## src/rtl/gpio_port_pkg.sv

```systemverilog
package gpio_port_pkg;

  typedef enum logic [1:0] {
    PM_INPUT  = 2'd0,
    PM_OUTPUT = 2'd1,
    PM_PERIPH = 2'd2,
    PM_ANALOG = 2'd3
  } pin_mode_e;

  typedef enum logic [3:0] {
    WD_MODE   = 4'd0,
    WD_DRV    = 4'd1,
    WD_SPEED  = 4'd2,
    WD_PULL   = 4'd3,
    WD_INLVL  = 4'd4,
    WD_OUTLVL = 4'd5,
    WD_SETCLR = 4'd6,
    WD_FNLO   = 4'd8,
    WD_FNHI   = 4'd9
  } reg_word_e;

  localparam logic [1:0] PULL_UP_CODE   = 2'd1;
  localparam logic [1:0] PULL_DOWN_CODE = 2'd2;

endpackage

```

## src/rtl/gpio_in_sync.sv

```systemverilog
module gpio_in_sync #(
  parameter int WIDTH  = 16,
  parameter int STAGES = 2
) (
  input  logic             clk,
  input  logic             rst,
  input  logic [WIDTH-1:0] d_async,
  output logic [WIDTH-1:0] q_sync
);
  logic [WIDTH-1:0] stage_q [STAGES];

  always_ff @(posedge clk) begin
    if (rst) stage_q[0] <= '0;
    else     stage_q[0] <= d_async;
  end

  for (genvar s = 1; s < STAGES; s++) begin : g_stage
    always_ff @(posedge clk) begin
      if (rst) stage_q[s] <= '0;
      else     stage_q[s] <= stage_q[s-1];
    end
  end

  assign q_sync = stage_q[STAGES-1];
endmodule

```

## src/rtl/gpio_reg_file.sv

```systemverilog
module gpio_reg_file
  import gpio_port_pkg::*;
#(
  parameter int NUM_PINS = 16,
  parameter int DATA_W   = 32,
  parameter int ADDR_W   = 6,
  parameter int MODE_W   = 2
) (
  input  logic                       clk,
  input  logic                       rst,
  input  logic                       bus_wr,
  input  logic                       bus_rd,
  input  logic [ADDR_W-1:0]          bus_addr,
  input  logic [DATA_W-1:0]          bus_wdata,
  output logic [DATA_W-1:0]          bus_rdata,
  input  logic [NUM_PINS-1:0]        in_sync,
  output logic [NUM_PINS*MODE_W-1:0] mode_q,
  output logic [NUM_PINS-1:0]        drv_q,
  output logic [NUM_PINS*2-1:0]      speed_q,
  output logic [NUM_PINS*2-1:0]      pull_q,
  output logic [NUM_PINS-1:0]        outlvl_q,
  output logic [DATA_W-1:0]          fnlo_q,
  output logic [DATA_W-1:0]          fnhi_q
);
  localparam int WORD_W = ADDR_W - 2;

  logic [WORD_W-1:0]   word_idx;
  logic                aligned;
  logic                wr_hit;
  logic                rd_hit;
  logic [NUM_PINS-1:0] inlvl_q;
  logic [NUM_PINS-1:0] ana_mask;
  logic [DATA_W-1:0]   rd_mux;
  logic                wr_setclr;

  assign word_idx  = bus_addr[ADDR_W-1:2];
  assign aligned   = (bus_addr[1:0] == 2'b00);
  assign wr_hit    = bus_wr && aligned;
  assign rd_hit    = bus_rd && aligned;
  assign wr_setclr = wr_hit && (word_idx == WORD_W'(WD_SETCLR));

  for (genvar p = 0; p < NUM_PINS; p++) begin : g_ana
    assign ana_mask[p] = (mode_q[p*MODE_W +: MODE_W] == PM_ANALOG);
  end

  always_ff @(posedge clk) begin
    if (rst) inlvl_q <= '0;
    else     inlvl_q <= in_sync & ~ana_mask;
  end

  always_ff @(posedge clk) begin
    if (rst) begin
      mode_q   <= '0;
      drv_q    <= '0;
      speed_q  <= '0;
      pull_q   <= '0;
      outlvl_q <= '0;
      fnlo_q   <= '0;
      fnhi_q   <= '0;
    end else if (wr_hit) begin
      case (word_idx)
        WORD_W'(WD_MODE):   mode_q   <= bus_wdata[NUM_PINS*MODE_W-1:0];
        WORD_W'(WD_DRV):    drv_q    <= bus_wdata[NUM_PINS-1:0];
        WORD_W'(WD_SPEED):  speed_q  <= bus_wdata[NUM_PINS*2-1:0];
        WORD_W'(WD_PULL):   pull_q   <= bus_wdata[NUM_PINS*2-1:0];
        WORD_W'(WD_OUTLVL): outlvl_q <= bus_wdata[NUM_PINS-1:0];
        WORD_W'(WD_SETCLR): outlvl_q <= (outlvl_q & ~bus_wdata[2*NUM_PINS-1:NUM_PINS])
                                        | bus_wdata[NUM_PINS-1:0];
        WORD_W'(WD_FNLO):   fnlo_q   <= bus_wdata;
        WORD_W'(WD_FNHI):   fnhi_q   <= bus_wdata;
        default: ;
      endcase
    end
  end

  always_comb begin
    rd_mux = '0;
    case (word_idx)
      WORD_W'(WD_MODE):   rd_mux = DATA_W'(mode_q);
      WORD_W'(WD_DRV):    rd_mux = DATA_W'(drv_q);
      WORD_W'(WD_SPEED):  rd_mux = DATA_W'(speed_q);
      WORD_W'(WD_PULL):   rd_mux = DATA_W'(pull_q);
      WORD_W'(WD_INLVL):  rd_mux = DATA_W'(inlvl_q);
      WORD_W'(WD_OUTLVL): rd_mux = DATA_W'(outlvl_q);
      WORD_W'(WD_FNLO):   rd_mux = fnlo_q;
      WORD_W'(WD_FNHI):   rd_mux = fnhi_q;
      default:            rd_mux = '0;
    endcase
  end

  always_ff @(posedge clk) begin
    if (rst)         bus_rdata <= '0;
    else if (rd_hit) bus_rdata <= rd_mux;
  end

  // every requested set lands on the output level
  a_r4_set_applied: assert property (@(posedge clk) disable iff (rst)
    wr_setclr |=> ((outlvl_q & $past(bus_wdata[NUM_PINS-1:0])) == $past(bus_wdata[NUM_PINS-1:0])));

  // a clear without a matching set leaves the bit at 0
  a_r4_clear_applied: assert property (@(posedge clk) disable iff (rst)
    wr_setclr |=> ((outlvl_q & $past(bus_wdata[2*NUM_PINS-1:NUM_PINS])
                    & ~$past(bus_wdata[NUM_PINS-1:0])) == '0));

  // analog pins never show a level in the input word
  a_r5_analog_reads_zero: assert property (@(posedge clk) disable iff (rst)
    ((inlvl_q & $past(ana_mask)) == '0));

  // reset leaves the output level and the modes cleared
  a_r1_reset_clears: assert property (@(posedge clk)
    $past(rst) |-> (outlvl_q == '0 && mode_q == '0));

endmodule

```

## src/rtl/gpio_pin_ctrl.sv

```systemverilog
module gpio_pin_ctrl
  import gpio_port_pkg::*;
#(
  parameter int MODE_W = 2,
  parameter int FN_W   = 4,
  localparam int NUM_FN = 1 << FN_W
) (
  input  logic              clk,
  input  logic              rst,
  input  logic [MODE_W-1:0] mode,
  input  logic              drv_od,
  input  logic [1:0]        speed,
  input  logic [1:0]        pull,
  input  logic [FN_W-1:0]   fn_sel,
  input  logic              out_lvl,
  input  logic [NUM_FN-1:0] periph,
  output logic              pad_out,
  output logic              pad_oe,
  output logic              pad_od,
  output logic              pad_pu,
  output logic              pad_pd,
  output logic              pad_ana,
  output logic [1:0]        pad_speed
);
  logic drive_mode;
  logic val_d;
  logic oe_d;

  assign drive_mode = (mode == PM_OUTPUT) || (mode == PM_PERIPH);
  assign val_d      = (mode == PM_PERIPH) ? periph[fn_sel] : out_lvl;
  assign oe_d       = drive_mode && (!drv_od || !val_d);

  always_ff @(posedge clk) begin
    if (rst) begin
      pad_out   <= 1'b0;
      pad_oe    <= 1'b0;
      pad_od    <= 1'b0;
      pad_pu    <= 1'b0;
      pad_pd    <= 1'b0;
      pad_ana   <= 1'b0;
      pad_speed <= '0;
    end else begin
      pad_out   <= val_d;
      pad_oe    <= oe_d;
      pad_od    <= drv_od;
      pad_pu    <= (pull == PULL_UP_CODE);
      pad_pd    <= (pull == PULL_DOWN_CODE);
      pad_ana   <= (mode == PM_ANALOG);
      pad_speed <= speed;
    end
  end

  // enable only follows an output or peripheral mode
  a_r6_oe_needs_drive_mode: assert property (@(posedge clk) disable iff (rst)
    pad_oe |-> ($past(mode) == PM_OUTPUT || $past(mode) == PM_PERIPH));

  // an open-drain pad is only driven low
  a_r7_od_drives_low_only: assert property (@(posedge clk) disable iff (rst)
    (pad_oe && pad_od) |-> !pad_out);

  // never both pulls at once
  a_r8_pull_exclusive: assert property (@(posedge clk) disable iff (rst)
    $onehot0({pad_pu, pad_pd}));

endmodule

```

## src/rtl/gpio_port.sv

```systemverilog
module gpio_port
  import gpio_port_pkg::*;
#(
  parameter int NUM_PINS    = 16,
  parameter int DATA_W      = 32,
  parameter int ADDR_W      = 6,
  parameter int SYNC_STAGES = 2,
  parameter int FN_W        = 4,
  localparam int MODE_W     = 2,
  localparam int NUM_FN     = 1 << FN_W,
  localparam int FN_PER_WD  = DATA_W / FN_W
) (
  input  logic                       clk,
  input  logic                       rst,
  input  logic                       bus_wr,
  input  logic                       bus_rd,
  input  logic [ADDR_W-1:0]          bus_addr,
  input  logic [DATA_W-1:0]          bus_wdata,
  output logic [DATA_W-1:0]          bus_rdata,
  input  logic [NUM_PINS-1:0]        pad_in,
  input  logic [NUM_PINS*NUM_FN-1:0] periph_sig,
  output logic [NUM_PINS-1:0]        pad_out,
  output logic [NUM_PINS-1:0]        pad_oe,
  output logic [NUM_PINS-1:0]        pad_od,
  output logic [NUM_PINS-1:0]        pad_pu,
  output logic [NUM_PINS-1:0]        pad_pd,
  output logic [NUM_PINS-1:0]        pad_ana,
  output logic [NUM_PINS*2-1:0]      pad_speed
);
  logic [NUM_PINS-1:0]        in_sync;
  logic [NUM_PINS*MODE_W-1:0] mode_q;
  logic [NUM_PINS-1:0]        drv_q;
  logic [NUM_PINS*2-1:0]      speed_q;
  logic [NUM_PINS*2-1:0]      pull_q;
  logic [NUM_PINS-1:0]        outlvl_q;
  logic [DATA_W-1:0]          fnlo_q;
  logic [DATA_W-1:0]          fnhi_q;

  gpio_in_sync #(.WIDTH(NUM_PINS), .STAGES(SYNC_STAGES)) u_sync (
    .clk(clk), .rst(rst), .d_async(pad_in), .q_sync(in_sync)
  );

  gpio_reg_file #(
    .NUM_PINS(NUM_PINS), .DATA_W(DATA_W), .ADDR_W(ADDR_W), .MODE_W(MODE_W)
  ) u_regs (
    .clk(clk), .rst(rst), .bus_wr(bus_wr), .bus_rd(bus_rd),
    .bus_addr(bus_addr), .bus_wdata(bus_wdata), .bus_rdata(bus_rdata),
    .in_sync(in_sync), .mode_q(mode_q), .drv_q(drv_q), .speed_q(speed_q),
    .pull_q(pull_q), .outlvl_q(outlvl_q), .fnlo_q(fnlo_q), .fnhi_q(fnhi_q)
  );

  for (genvar p = 0; p < NUM_PINS; p++) begin : g_pin
    localparam int FN_OFS = (p % FN_PER_WD) * FN_W;
    logic [FN_W-1:0] fn_sel;

    if (p < FN_PER_WD) begin : g_lo
      assign fn_sel = fnlo_q[FN_OFS +: FN_W];
    end else begin : g_hi
      assign fn_sel = fnhi_q[FN_OFS +: FN_W];
    end

    gpio_pin_ctrl #(.MODE_W(MODE_W), .FN_W(FN_W)) u_pin (
      .clk(clk), .rst(rst),
      .mode(mode_q[p*MODE_W +: MODE_W]),
      .drv_od(drv_q[p]),
      .speed(speed_q[p*2 +: 2]),
      .pull(pull_q[p*2 +: 2]),
      .fn_sel(fn_sel),
      .out_lvl(outlvl_q[p]),
      .periph(periph_sig[p*NUM_FN +: NUM_FN]),
      .pad_out(pad_out[p]), .pad_oe(pad_oe[p]), .pad_od(pad_od[p]),
      .pad_pu(pad_pu[p]), .pad_pd(pad_pd[p]), .pad_ana(pad_ana[p]),
      .pad_speed(pad_speed[p*2 +: 2])
    );
  end

endmodule

```

## config.mk

```make
export PLATFORM = sky130hd
export DESIGN_NAME = gpio_port
export DESIGN_NICKNAME = d
export VERILOG_FILES = /design/src/rtl/gpio_port_pkg.sv /design/src/rtl/gpio_in_sync.sv /design/src/rtl/gpio_reg_file.sv /design/src/rtl/gpio_pin_ctrl.sv /design/src/rtl/gpio_port.sv
export SDC_FILE = /design/constraint.sdc
export NUM_CORES = 1
export LEC_CHECK = 0
export BUFFER_PORTS_ARGS = -buffer_cell sky130_fd_sc_hd__buf_2
export CORE_MARGIN = 5
export CORE_UTILIZATION = 45
export CTS_BUF_LIST = sky130_fd_sc_hd__clkbuf_8 sky130_fd_sc_hd__clkbuf_16
export CTS_CLUSTER_SIZE = 28
export DETAILED_ROUTE_END_ITERATION = 16
export PLACE_DENSITY = 0.73
export SLEW_MARGIN = 20
export SYNTH_ARGS = -nofsm -noshare
export SYNTH_HDL_FRONTEND = slang
export SYNTH_SLANG_ARGS = --single-unit
```

## constraint.sdc

```tcl
create_clock -name clk -period 3 [get_ports clk]
set_input_delay 0.45 -clock clk [delete_from_list [all_inputs] [get_ports clk]]
set_output_delay 0.45 -clock clk [all_outputs]
set_load 0.02 [all_outputs]
```

# Word-level counts from Yosys, hierarchy flattened
# Memories as Yosys holds them, arrays and structs flattened.
# Index checks and enable logic that the tools add are counted.
dict set report op_classes {
  order_cmp 16
  n_eq_ne 88
  n_mux 55
  bitwise 7
  reduce_logical 92
}
# op n
set op_table {}
lappend op_table {{$pmux 32 s8} 1}
lappend op_table {{$eq 2x2->1 const B} 48}
lappend op_table {{$lt 4x5->1 const B} 16}
lappend op_table {{$bmux 1 s4} 16}
lappend op_table {{$eq 2x1->1 const B} 32}
lappend op_table {{$mux 1} 35}
lappend op_table {{$and 16x16->16} 2}
lappend op_table {{$logic_not 1->1} 32}
lappend op_table {{$logic_or 1x1->1} 32}
lappend op_table {{$mux 16} 2}
lappend op_table {{$not 16->16} 2}
lappend op_table {{$pmux 16 s2} 1}
lappend op_table {{$logic_and 1x1->1} 18}
lappend op_table {{$or 16x16->16} 1}
lappend op_table {{$reduce_and 2->1} 7}
lappend op_table {{$eq 4x3->1 const B} 3}
lappend op_table {{$eq 4x2->1 const B} 2}
lappend op_table {{$eq 4x4->1 const B} 2}
lappend op_table {{$eq 4x1->1 const B} 1}
lappend op_table {{$logic_not 4->1} 1}
lappend op_table {{$logic_not 2->1} 1}
lappend op_table {{$or 1x1->1} 2}
lappend op_table {{$reduce_bool 2->1} 1}
dict set report totals {
  regBits 368
  ramBits 32
  inputBits 314
  output_inout_bits 160
  memories 1
}
# memory words word_bits rd rd_clocked_by_memory_dff wr line
set mem_list {}
lappend mem_list {u_sync.stage_q 2 16 2 0 2 gpio_in_sync.sv:10} ;# logic [WIDTH-1:0] stage_q [STAGES];

# Longest topological paths before layout
# Gate-level depths: netlist of the first run.
dict set report logic_depth {
  ltp_word 6
  mapped_depth 9
  mapped_depth_nobuf 6
}

# By module
# From an unflattened synthesis of the first run, not the netlist that was laid out.
dict set report unflattened {
  hier_cells 1864
  hier_area_um2 17297.8
}
# mod instances cells_per_inst area_per_inst_um2 seq_area_each_um2
set modules_own_cells {}
lappend modules_own_cells {gpio_reg_file 1 1243 9883.2 4804.6}
lappend modules_own_cells {{gpio_pin_ctrl (g_pin[15].u_pin ...)} 10 35 414.1 160.2}
lappend modules_own_cells {{gpio_pin_ctrl (g_pin[0].u_pin ...)} 6 34 401.6 160.2}
lappend modules_own_cells {gpio_in_sync 1 67 863.3 640.6}

# Worst setup path after synthesis of the first run
# OpenSTA, ideal clock, no wires.
dict set report synth_timing {
  path_kind {input to register}
  from {input port bus_addr[3]}
  to {register u_regs.bus_rdata[12]}
  arrival_time_ps 1799
  required_time_ps 2883
  path_slack_ps 1084
  stages 8
  path_buffers 3
  cell_sequence {buf_2 buf_2 buf_2 mux2i_1 nor2_1 a221oi_1 o211ai_1 a22o_1}
}
dict set report synth_between {
  elab_chain_cells 2
  word_cells_on_any_way 9
  cone_classes {eq/ne (7); mux (1); reduce/logical (1)}
}
# element line
set synth_rtl {}
lappend synth_rtl {{start: declaration} gpio_port.sv:17} ;# input logic [ADDR_W-1:0] bus_addr,
lappend synth_rtl {{$eq 4x4->1 (tied with other cells)} gpio_reg_file.sv:78} ;# case (word_idx)
lappend synth_rtl {{$pmux 32 s8 (*)} gpio_reg_file.sv:78}
lappend synth_rtl {{end signal: assignment} gpio_reg_file.sv:93} ;# else if (rd_hit) bus_rdata <= rd_mux;
lappend synth_rtl {{end: declaration} gpio_reg_file.sv:15} ;# output logic [DATA_W-1:0] bus_rdata,
# Mark *: on every way between the ends. The rest lies on a longest branch, timed or not.
# A chain may end at the register's enable or synchronous reset.

# Final worst setup path of the first run
dict set report layout_timing {
  from {register u_regs.fnlo_q[13]}
  to {register g_pin[3].u_pin.pad_oe}
}
dict set report layout_between {
  elab_chain_cells 6
}
# element line
set layout_rtl {}
lappend layout_rtl {{start: declaration} gpio_reg_file.sv:22} ;# output logic [DATA_W-1:0] fnlo_q,
lappend layout_rtl {{start signal: assignment} gpio_reg_file.sv:69} ;# WORD_W'(WD_FNLO): fnlo_q <= bus_wdata;
lappend layout_rtl {{$bmux 1 s4} gpio_pin_ctrl.sv:30} ;# assign val_d = (mode == PM_PERIPH) ? periph[fn_sel] : out_lvl;
lappend layout_rtl {{$mux 1 (implied by the code)} gpio_pin_ctrl.sv:30}
lappend layout_rtl {{$mux 1} gpio_pin_ctrl.sv:30}
lappend layout_rtl {{$logic_not 1->1} gpio_pin_ctrl.sv:31} ;# assign oe_d = drive_mode && (!drv_od || !val_d);
lappend layout_rtl {{$logic_or 1x1->1} gpio_pin_ctrl.sv:31}
lappend layout_rtl {{$logic_and 1x1->1} gpio_pin_ctrl.sv:31}
lappend layout_rtl {{end signal: assignment} gpio_pin_ctrl.sv:36} ;# pad_oe <= 1'b0;
lappend layout_rtl {{end signal: assignment} gpio_pin_ctrl.sv:44} ;# pad_oe <= oe_d;
lappend layout_rtl {{end: declaration} gpio_pin_ctrl.sv:18} ;# output logic pad_oe,
# Every way passes these cells. The select of a mux whose other input is x is not followed.

==> out/metrics.yaml, run 1 <==
grt_max_degree: 119
max-cap-violations: 0
fin_tns_setup_ps: 0
yosysSeqAreaShare_pct: 45.2
routedWlPerCell_um: 22.9
power.density_mw_per_mm2: 548
place_ws_ps: 487
drt_iter0_markers: 1545
synthToLayoutAreaGrowth_pct: 20.2
via_count: 15738
dp_hpwl_mm: 48.4
synthArstFlopShare_pct: 0
r2r-start: "u_regs.fnlo_q[13]$_SDFFE_PP0P_"
synth_top_area_cell: "dfxtp_1"
synth_edf_count: 0
finalPower_uw: 11600
cts.sinks: 400
die_h_um: 208
seqCellArea_mm2: 0.00801
fin_nets: 2610
clk-insertion-delay-late_ps: 550
p_leak_uw: 0.00826
synthesis.nets: 2281
min_period_over_period_pct: 71.0
cp.required_ps: 3390
syn_avg_cell_area_um2: 9.15
hold_start: "pad_in[0]"
wirelength_mm: 64.6
yosys_warnings: 0
path_max_fanout: 10
r2r-end: "g_pin[3].u_pin.pad_oe$_SDFF_PP0_"
cts_root_buf: "clkbuf_16"
synth_top_cell_area_share_pct: 45.2
relSlewSlack_pct: 42.2
hold_slack_ps: 123
crit_start: "u_regs.fnlo_q[13]$_SDFFE_PP0P_"
dieArea_mm2: 0.0434
ys.flop_type: "dfxtp_1"
post-cts-setup-buffers: 0
yosysUniqueCellTypes: 60
synth_area_leaders: "dfxtp_1 (45%), nand2_1 (8.6%), mux2i_1 (8.1%)"
ff2ff_setup_slack_ps: 870
rsz0062_at_grt: "no"
slew_violations: 0
ctsHoldBuffers: 0
period_minus_slack_ps: 2130
synth-seq-cells: 400
cts-buffers-inserted: 41
status: "complete, no violations"
ys_top_cells_by_count: "nand2_1 (407), dfxtp_1 (400), a21oi_1 (184), mux2i_1 (144), nor2b_1 (104)"
syn_inst: 1935
gp_congestion: 0.961
multiInputGateArea_mm2: 0.00828
grt_pass1_wl_mm: 95.9
critPathCaptureType: "flop"
crit_end: "g_pin[3].u_pin.pad_oe$_SDFF_PP0_"
gr-total-overflow: 0
grt_use_total_pct: 28.2
start_util_pct: 45.6
syn-cell-area_mm2: 0.0177
first_pass_iters: 6
antenna_left: 0
path_clk_slew_ps: 60
antenna_found_initial: 1
final_layout_size_suffix_gt1_share_pct: 28.3
cts.htree.levels: 2
fmax_mhz: 470
cts.repair.resized: 0
final.setup_skew_ps: 20.7
synth_most_common_cell: "nand2_1"
die_w_um: 208
ir_drop_mv: 0.346
io_pins: 474
rr_worst_depth: 4
placementRows: 72
clockBufferDepth: 3
arrival_ps: 2520
setup-violations-final: 0
start_kind: "flop"
fillers: 3536
worst_slew_pin_slew_ps: 868
routed_via_density: 5.59
fin_ws_ps: 871
core-area_mm2: 0.0388
worst-setup-path-type: "flop to flop"
fin_util_pct: 54.8
cts_tree: "done"
hold_violations: 0
hold_path_class: "input port to flop"
grt_pass1_vias: 15985
drc: 0
port-buffer-count: 473
[worst max-delay path, stage by stage, from the launching register on]
cell and delay, ps:
dfxtp_1 760, mux2i_1 210, mux4_2 550, a31oi_1 260, a311oi_1 180
[per-layer routing]
| metal | global-route usage (%) | up-vias | wire (um) | share of wire, % |
|---|---|---|---|---|
| li1 | - | 7278 | - | - |
| met2 | 48.0 | 865 | 31400 | 49 |
| met4 | 10.8 | 0 | 2530 | 3.9 |
| met5 | 0 | - | 0 | 0 |
| met1 | 35.8 | 7450 | 25200 | 39 |
| met3 | 5.12 | 145 | 5470 | 8.5 |
[placed cells by master, fill, tap and decap left out, drive strengths merged, types with 5 or more instances in the layout]
master | netlist | layout
nand2 | 407 | 407
inv | 24 | 33
a22o | 5 | 5
and3 | 7 | 7
nor2b | 104 | 104
mux2i | 144 | 144
a22oi | 48 | 48
nand3b | 8 | 8
dfxtp | 400 | 400
a222oi | 16 | 16
clkbuf | 66 | 48
nand3 | 8 | 8
a221o | 5 | 5
nor3 | 9 | 9
nor3b | 50 | 50
buf | 166 | 518
a221oi | 10 | 10
ha | 32 | 32
o21ai | 28 | 28
clkinv | 0 | 9
bufinv | 0 | 8
a21oi | 200 | 200
mux4 | 32 | 32
o22ai | 5 | 5
a21o | 19 | 19
a311oi | 15 | 15
a32oi | 6 | 6
a31oi | 16 | 16
nor2 | 70 | 70
[through the flow]
stage | instances | area (um2)
detailed placement | 2739 | 19800
CTS | 2815 | 21300
floorplan | 1935 | 17700
finish | 2816 | 21300
global placement | 2739 | 19800
global route | 2816 | 21300
[worst min path at each step]
stage                                            end  depth (start not counted)  slack (ps)
floorplan            u_sync.stage_q[1][0]$_SDFF_PP0_                          1         410
global placement     u_sync.stage_q[1][6]$_SDFF_PP0_                          1         420
detailed placement   u_sync.stage_q[1][3]$_SDFF_PP0_                          1         420
CTS                  u_sync.stage_q[0][0]$_SDFF_PP0_                          2         110
global route        u_sync.stage_q[0][15]$_SDFF_PP0_                          2         110
finish               u_sync.stage_q[0][0]$_SDFF_PP0_                          2         120
[logic make-up after synthesis]
kind of cell / count (synthesis) / synth area share, %
buf+inv: 256 / 8.18
xor+xnor: 1 / 0.0495
compound gates: 390 / 14.2
fa+ha+maj: 32 / 2.26
mux: 178 / 12.3
simple gates: 678 / 17.8
flops: 400 / 45.2
[report_power, final]
part | internal (uW) | switching (uW)
logic | 294 | 407
registers | 5350 | 30.3
clock network | 3420 | 2150
total | 9060 | 2590
[final cells by class]
type | count | share of cell area, %
multi-input combinational | 1279 | 38.9
sequential | 400 | 37.6
timing repair buffer | 518 | 13.0
clock buffer | 48 | 5.38
tap | 518 | 3.05
clock inverter | 28 | 1.59
inverter | 24 | 0.423
antenna | 1 | 0.0118
[flip-flops by register name (all words and copies together) (netlist names), 32 cells and up]
signal and count:
g_pin.u_pin.pad_speed 32, u_regs.bus_rdata 32, u_regs.fnhi_q 32, u_regs.fnlo_q 32, u_regs.mode_q 32, u_regs.pull_q 32
u_regs.speed_q 32, u_sync.stage_q 32
No activity file was read; power rests on OpenSTA's default activity.
==> run 2: changes to the inputs <==
==> constraint.sdc (replaced) <==
create_clock -name clk -period 2.1 [get_ports clk]
set_input_delay 0.315 -clock clk [delete_from_list [all_inputs] [get_ports clk]]
set_output_delay 0.315 -clock clk [all_outputs]
set_load 0.02 [all_outputs]
==> out/metrics.yaml, run 2 (synthesis results as in run 1) <==
grt_max_degree: 112  # was 119
place_ws_ps: 11.4  # was 487 ps
drc: 0  # unchanged
setup-violations-final: 0  # unchanged
hold_path_class: "input port to flop"  # unchanged
fin_nets: 2662  # was 2610
fin_util_pct: 56.0  # was 54.8%
grt_pass1_vias: 16078  # was 16.0k
rsz0062_at_grt: "no"  # unchanged
mostFrequentLayoutCell: "buf_2"  # unchanged
die_h_um: 208  # unchanged
start_kind: "flop"  # unchanged
gr-total-overflow: 0  # unchanged
core-area_mm2: 0.0388  # unchanged
start_util_pct: 45.6  # unchanged
cts.htree.levels: 2  # unchanged
clockBufferDepth: 3  # unchanged
r2r-start: "u_regs.fnlo_q[25]$_SDFFE_PP0P_"  # was u_regs.fnlo_q[13]$_SDFFE_PP0P_
cp.required_ps: 2520  # was 3390 ps
final.setup_skew_ps: 31.4  # was 20.7 ps
hold_violations: 0  # unchanged
wirelength_mm: 65.7  # was 64.6 mm
path_clk_slew_ps: 60  # about the same
fmax_mhz: 514  # was 470 MHz
placementRows: 72  # unchanged
grt_use_met1_pct: 35.9  # was 35.8%
dp_hpwl_mm: 49.6  # was 48.4 mm
fillers: 3504  # was 3536
slew_violations: 0  # unchanged
drt_iter0_markers: 1356  # was 1545
p_leak_uw: 0.00846  # was 0.00826 uW
power.density_mw_per_mm2: 748  # was 548 mW/mm2
via_count: 15966  # was 15.7k
cts-buffers-inserted: 42  # was 41
gp_congestion: 0.978  # was 0.961
arrival_ps: 2360  # was 2520 ps
final_layout_size_suffix_gt1_share_pct: 29.4  # was 28.3%
port-buffer-count: 473  # unchanged
max-cap-violations: 0  # unchanged
critPathCaptureType: "flop"  # unchanged
worst-setup-path-type: "flop to flop"  # unchanged
period_minus_slack_ps: 1940  # was 2130 ps
routedWlPerCell_um: 22.9  # about the same
cts_tree: "done"  # unchanged
routed_via_density: 5.57  # was 5.59
final_cell_mix: "buf_2 (472), nand2_1 (407), dfxtp_1 (399)"  # was buf_2 (472), nand2_1 (407), dfxtp_1 (400)
grt_pass1_wl_mm: 97.6  # was 95.9 mm
synthToLayoutAreaGrowth_pct: 22.9  # was 20.2%
status: "complete, no violations"  # unchanged
path_max_fanout: 10  # unchanged
cts_root_buf: "clkbuf_16"  # unchanged
design_area_mm2: 0.0218  # was 0.0213 mm2
antenna_left: 0  # unchanged
grt_use_total_pct: 28.9  # was 28.2%
placed_area_mm2: 0.0202  # was 0.0198 mm2
die_w_um: 208  # unchanged
antenna_found_initial: 0  # was 1
ir_drop_mv: 0.525  # was 0.346 mV
min_period_over_period_pct: 92.6  # was 71.0%
use_met2_pct: 50.0  # was 48.0%
worst_slew_pin_slew_ps: 613  # was 868 ps
fin_tns_setup_ps: 0  # unchanged
top_usage_layer: "met2"  # unchanged
relSlewSlack_pct: 59.1  # was 42.2%
cts.sinks: 400  # unchanged
first_pass_iters: 7  # was 6
clk-insertion-delay-late_ps: 570  # was 550 ps
hold_start: "pad_in[9]"  # was pad_in[0]
post-cts-setup-buffers: 0  # unchanged
grt_use_met3_pct: 4.82  # was 5.12%
dieArea_mm2: 0.0434  # unchanged
crit_start: "u_regs.fnlo_q[25]$_SDFFE_PP0P_"  # was u_regs.fnlo_q[13]$_SDFFE_PP0P_
fin_ws_ps: 156  # was 871 ps
io_pins: 474  # unchanged
==> run 2: final timing paths <==
kind	end	slack, ps	cells past startpoint
max	g_pin[6].u_pin.pad_oe$_SDFF_PP0_	160	4
min	u_sync.stage_q[0][9]$_SDFF_PP0_	30	2
max reg2reg	g_pin[6].u_pin.pad_oe$_SDFF_PP0_	160	4
min reg2reg	u_sync.stage_q[1][0]$_SDFF_PP0_	440	1
==> run 2: what timing repair did <==
action,in CTS,in global routing
gates resized for setup,0,1
hold endpoints to repair,15,0
endpoints found under the setup margin,0,1
hold buffers,15,0
==> run 2: through the flow <==
| stage | cells | total power, uW | hold slack, ps |
|---|---|---|---|
| 2_1_floorplan | 1935 | 8280 | 414 |
| 3_3_place_gp | 2775 | 8900 | 427 |
| 3_5_place_dp | 2775 | 8910 | 428 |
| 4_1_cts | 2865 | 16400 | 13.7 |
| 5_1_grt | 2865 | 16800 | 25.8 |
| 6_report | 2866 | 16300 | 25.1 |
==> run 2: cell type report <==
cell class                      count  area, um2  area share (%)
Clock inverter                     22        186           0.857
Inverter                           24       90.1           0.414
Multi-Input combinational cell   1279       8280            38.1
Sequential cell                   400       8010            36.8
Clock buffer                       53       1210            5.58
Timing Repair Buffer              569       3320            15.3
Tap cell                          518        648            2.98
Antenna cell                        1       2.50          0.0115
==> run 2: worst max-delay path, stage by stage, from the launching register on <==
cell      delay (ps)
dfxtp_1          700
mux2i_1          170
mux4_2           550
a31oi_1          240
a311oi_1         140
==> run 2: routing by layer <==
| layer | wire length [um] | part of all wire (%) |
|---|---|---|
| met5 | 0 | 0 |
| met4 | 2930 | 4.5 |
| met3 | 5310 | 8.1 |
| met2 | 31700 | 48 |
| met1 | 25700 | 39 |
==> run 2: report_power, final <==
| part | switching [uW] | internal, uW | leakage, uW | total (uW) |
|---|---|---|---|---|
| clock network | 3150 | 4340 | 0.000691 | 7490 |
| registers | 42.4 | 7650 | 0.00323 | 7690 |
| logic | 607 | 484 | 0.00454 | 1090 |
| total | 3800 | 12500 | 0.00846 | 16300 |
==> run 3: changes to the inputs <==
--- a/config.mk
+++ b/config.mk
@@ -6,12 +6,14 @@
 export NUM_CORES = 1
 export LEC_CHECK = 0
 export BUFFER_PORTS_ARGS = -buffer_cell sky130_fd_sc_hd__buf_2
+export CAP_MARGIN = 20
 export CORE_MARGIN = 5
 export CORE_UTILIZATION = 45
 export CTS_BUF_LIST = sky130_fd_sc_hd__clkbuf_8 sky130_fd_sc_hd__clkbuf_16
 export CTS_CLUSTER_SIZE = 28
 export DETAILED_ROUTE_END_ITERATION = 16
 export PLACE_DENSITY = 0.73
+export SETUP_SLACK_MARGIN = 0.3
 export SLEW_MARGIN = 20
 export SYNTH_ARGS = -nofsm -noshare
 export SYNTH_HDL_FRONTEND = slang
==> out/metrics.yaml, run 3 (synthesis results as in run 1) <==
clk-insertion-delay-late_ps: 570  # about the same
antenna_found_initial: 0  # unchanged
first_pass_iters: 6  # was 7
antenna_cells: 0  # was 1
path_clk_slew_ps: 60  # about the same
hold-path-cell-count: 2  # unchanged
wirelength_mm: 65.6  # was 65.7 mm
relSlewSlack_pct: 64.2  # was 59.1%
slowest_delay_ps: 530  # was 700 ps
start_util_pct: 45.6  # unchanged
gp_congestion: 0.978  # unchanged
max-cap-violations: 0  # unchanged
gr-total-overflow: 0  # unchanged
port-buffer-count: 473  # unchanged
slew_violations: 0  # unchanged
design_area_mm2: 0.0218  # about the same
cts_tree: "done"  # unchanged
place_inst: 2775  # unchanged
setup-violations-final: 0  # unchanged
antenna_left: 0  # unchanged
period_minus_slack_ps: 1740  # was 1940 ps
path_cells: "buf_6 -> mux2i_1 -> mux4_2 -> a31oi_2 -> nand2_1 -> nor2_1"  # was mux2i_1 -> mux4_2 -> a31oi_1 -> a311oi_1
post-cts-setup-buffers: 0  # unchanged
p_leak_uw: 0.00847  # was 0.00846 uW
start_kind: "flop"  # unchanged
fmax_mhz: 574  # was 514 MHz
path_max_fanout: 9  # was 10
fin_util_pct: 56.1  # was 56.0%
core-area_mm2: 0.0388  # unchanged
routed_via_density: 5.59  # was 5.57
cts_root_buf: "clkbuf_16"  # unchanged
final_layout_size_suffix_gt1_share_pct: 30.0  # was 29.4%
final_cell_mix: "buf_2 (472), nand2_1 (407), dfxtp_1 (386)"  # was buf_2 (472), nand2_1 (407), dfxtp_1 (399)
arrival_ps: 2230  # was 2360 ps
dieArea_mm2: 0.0434  # unchanged
placementRows: 72  # unchanged
grt_pass1_vias: 16074  # about the same
fin_nets: 2662  # unchanged
routedWlPerCell_um: 22.9  # about the same
io_pins: 474  # unchanged
cts-buffers-inserted: 42  # unchanged
worst_slew_pin_slew_ps: 537  # was 613 ps
dp_hpwl_mm: 49.6  # unchanged
mostFrequentLayoutCell: "buf_2"  # unchanged
slowest_stage: "mux4_2"  # was dfxtp_1
fin_cells: 2865  # was 2866
final.setup_skew_ps: 31.3  # was 31.4 ps
clockBufferDepth: 3  # unchanged
hold_violations: 0  # unchanged
worst-setup-path-type: "flop to flop"  # unchanged
cts.htree.levels: 2  # unchanged
min_period_over_period_pct: 82.9  # was 92.6%
via_count: 16003  # about the same
drc: 0  # unchanged
grt_use_total_pct: 28.9  # about the same
critPathCaptureType: "flop"  # unchanged
synthToLayoutAreaGrowth_pct: 23.1  # was 22.9%
fillers: 3504  # unchanged
grt_pass1_wl_mm: 97.6  # about the same
fin_tns_setup_ps: 0  # unchanged
drt_iter0_markers: 1470  # was 1356
ir_drop_mv: 0.525  # about the same
power.density_mw_per_mm2: 746  # was 748 mW/mm2
die_w_um: 208  # unchanged
cp.required_ps: 2590  # was 2520 ps
hold_slack_ps: 23.6  # was 25.1 ps
rr_worst_depth: 6  # was 4
placed_area_mm2: 0.0202  # unchanged
rsz0062_at_grt: "no"  # unchanged
grt_max_degree: 112  # unchanged
status: "complete, no violations"  # unchanged
hold_path_class: "input port to flop"  # unchanged
die_h_um: 208  # unchanged
cts.sinks: 400  # unchanged
## run 3: per-layer routing
metal  global-route usage, %  wire length, um  vias up
li1                        -                -     7369
met1                    35.9            25800     7631
met2                    50.0            31800      854
met3                    4.82             5110      149
met4                    11.9             2930        0
met5                       0                0        -
## run 3: final timing paths
check / start / to / slack (ps)
max: u_regs.fnlo_q[13]$_SDFFE_PP0P_ / g_pin[3].u_pin.pad_out$_SDFF_PP0_ / 360
min: pad_in[9] / u_sync.stage_q[0][9]$_SDFF_PP0_ / 20
max reg2reg: u_regs.fnlo_q[13]$_SDFFE_PP0P_ / g_pin[3].u_pin.pad_out$_SDFF_PP0_ / 360
min reg2reg: u_sync.stage_q[0][0]$_SDFF_PP0_ / u_sync.stage_q[1][0]$_SDFF_PP0_ / 440
## run 3: where the power goes
group          switching, uW  internal, uW
sequential              42.6          7640
clock                   3140          4340
combinational            608           484
## run 3: worst max-delay path: cells and delay by family (launching register included)
family | cells | cell delay [ps]
mux | 2 | 640
flops | 1 | 360
simple gates | 2 | 250
compound gates | 1 | 240
buf+inv | 1 | 190
## run 3: layout make-up
cell class	instances	area, um2	area share (%)
Multi-Input combinational cell	1279	8290	38.1
Sequential cell	400	8030	36.9
Timing Repair Buffer	569	3330	15.3
Clock buffer	53	1210	5.57
Tap cell	518	648	2.97
Clock inverter	22	186	0.856
Inverter	24	90.1	0.413
## run 3: through the flow
| stage | total power (uW) | setup WS (ps) |
|---|---|---|
| floorplan | 8280 | 319 |
| finish | 16300 | 359 |
| detailed placement | 8910 | 11.4 |
| global placement | 8900 | 42.3 |
| global route | 16800 | 306 |
| CTS | 16400 | 303 |
## run 3: what timing repair did
item | in CTS | in global routing
hold buffers | 15 | 0
resized for setup | 8 | 11
setup endpoints to repair | 15 | 16
hold endpoints to repair | 15 | 0
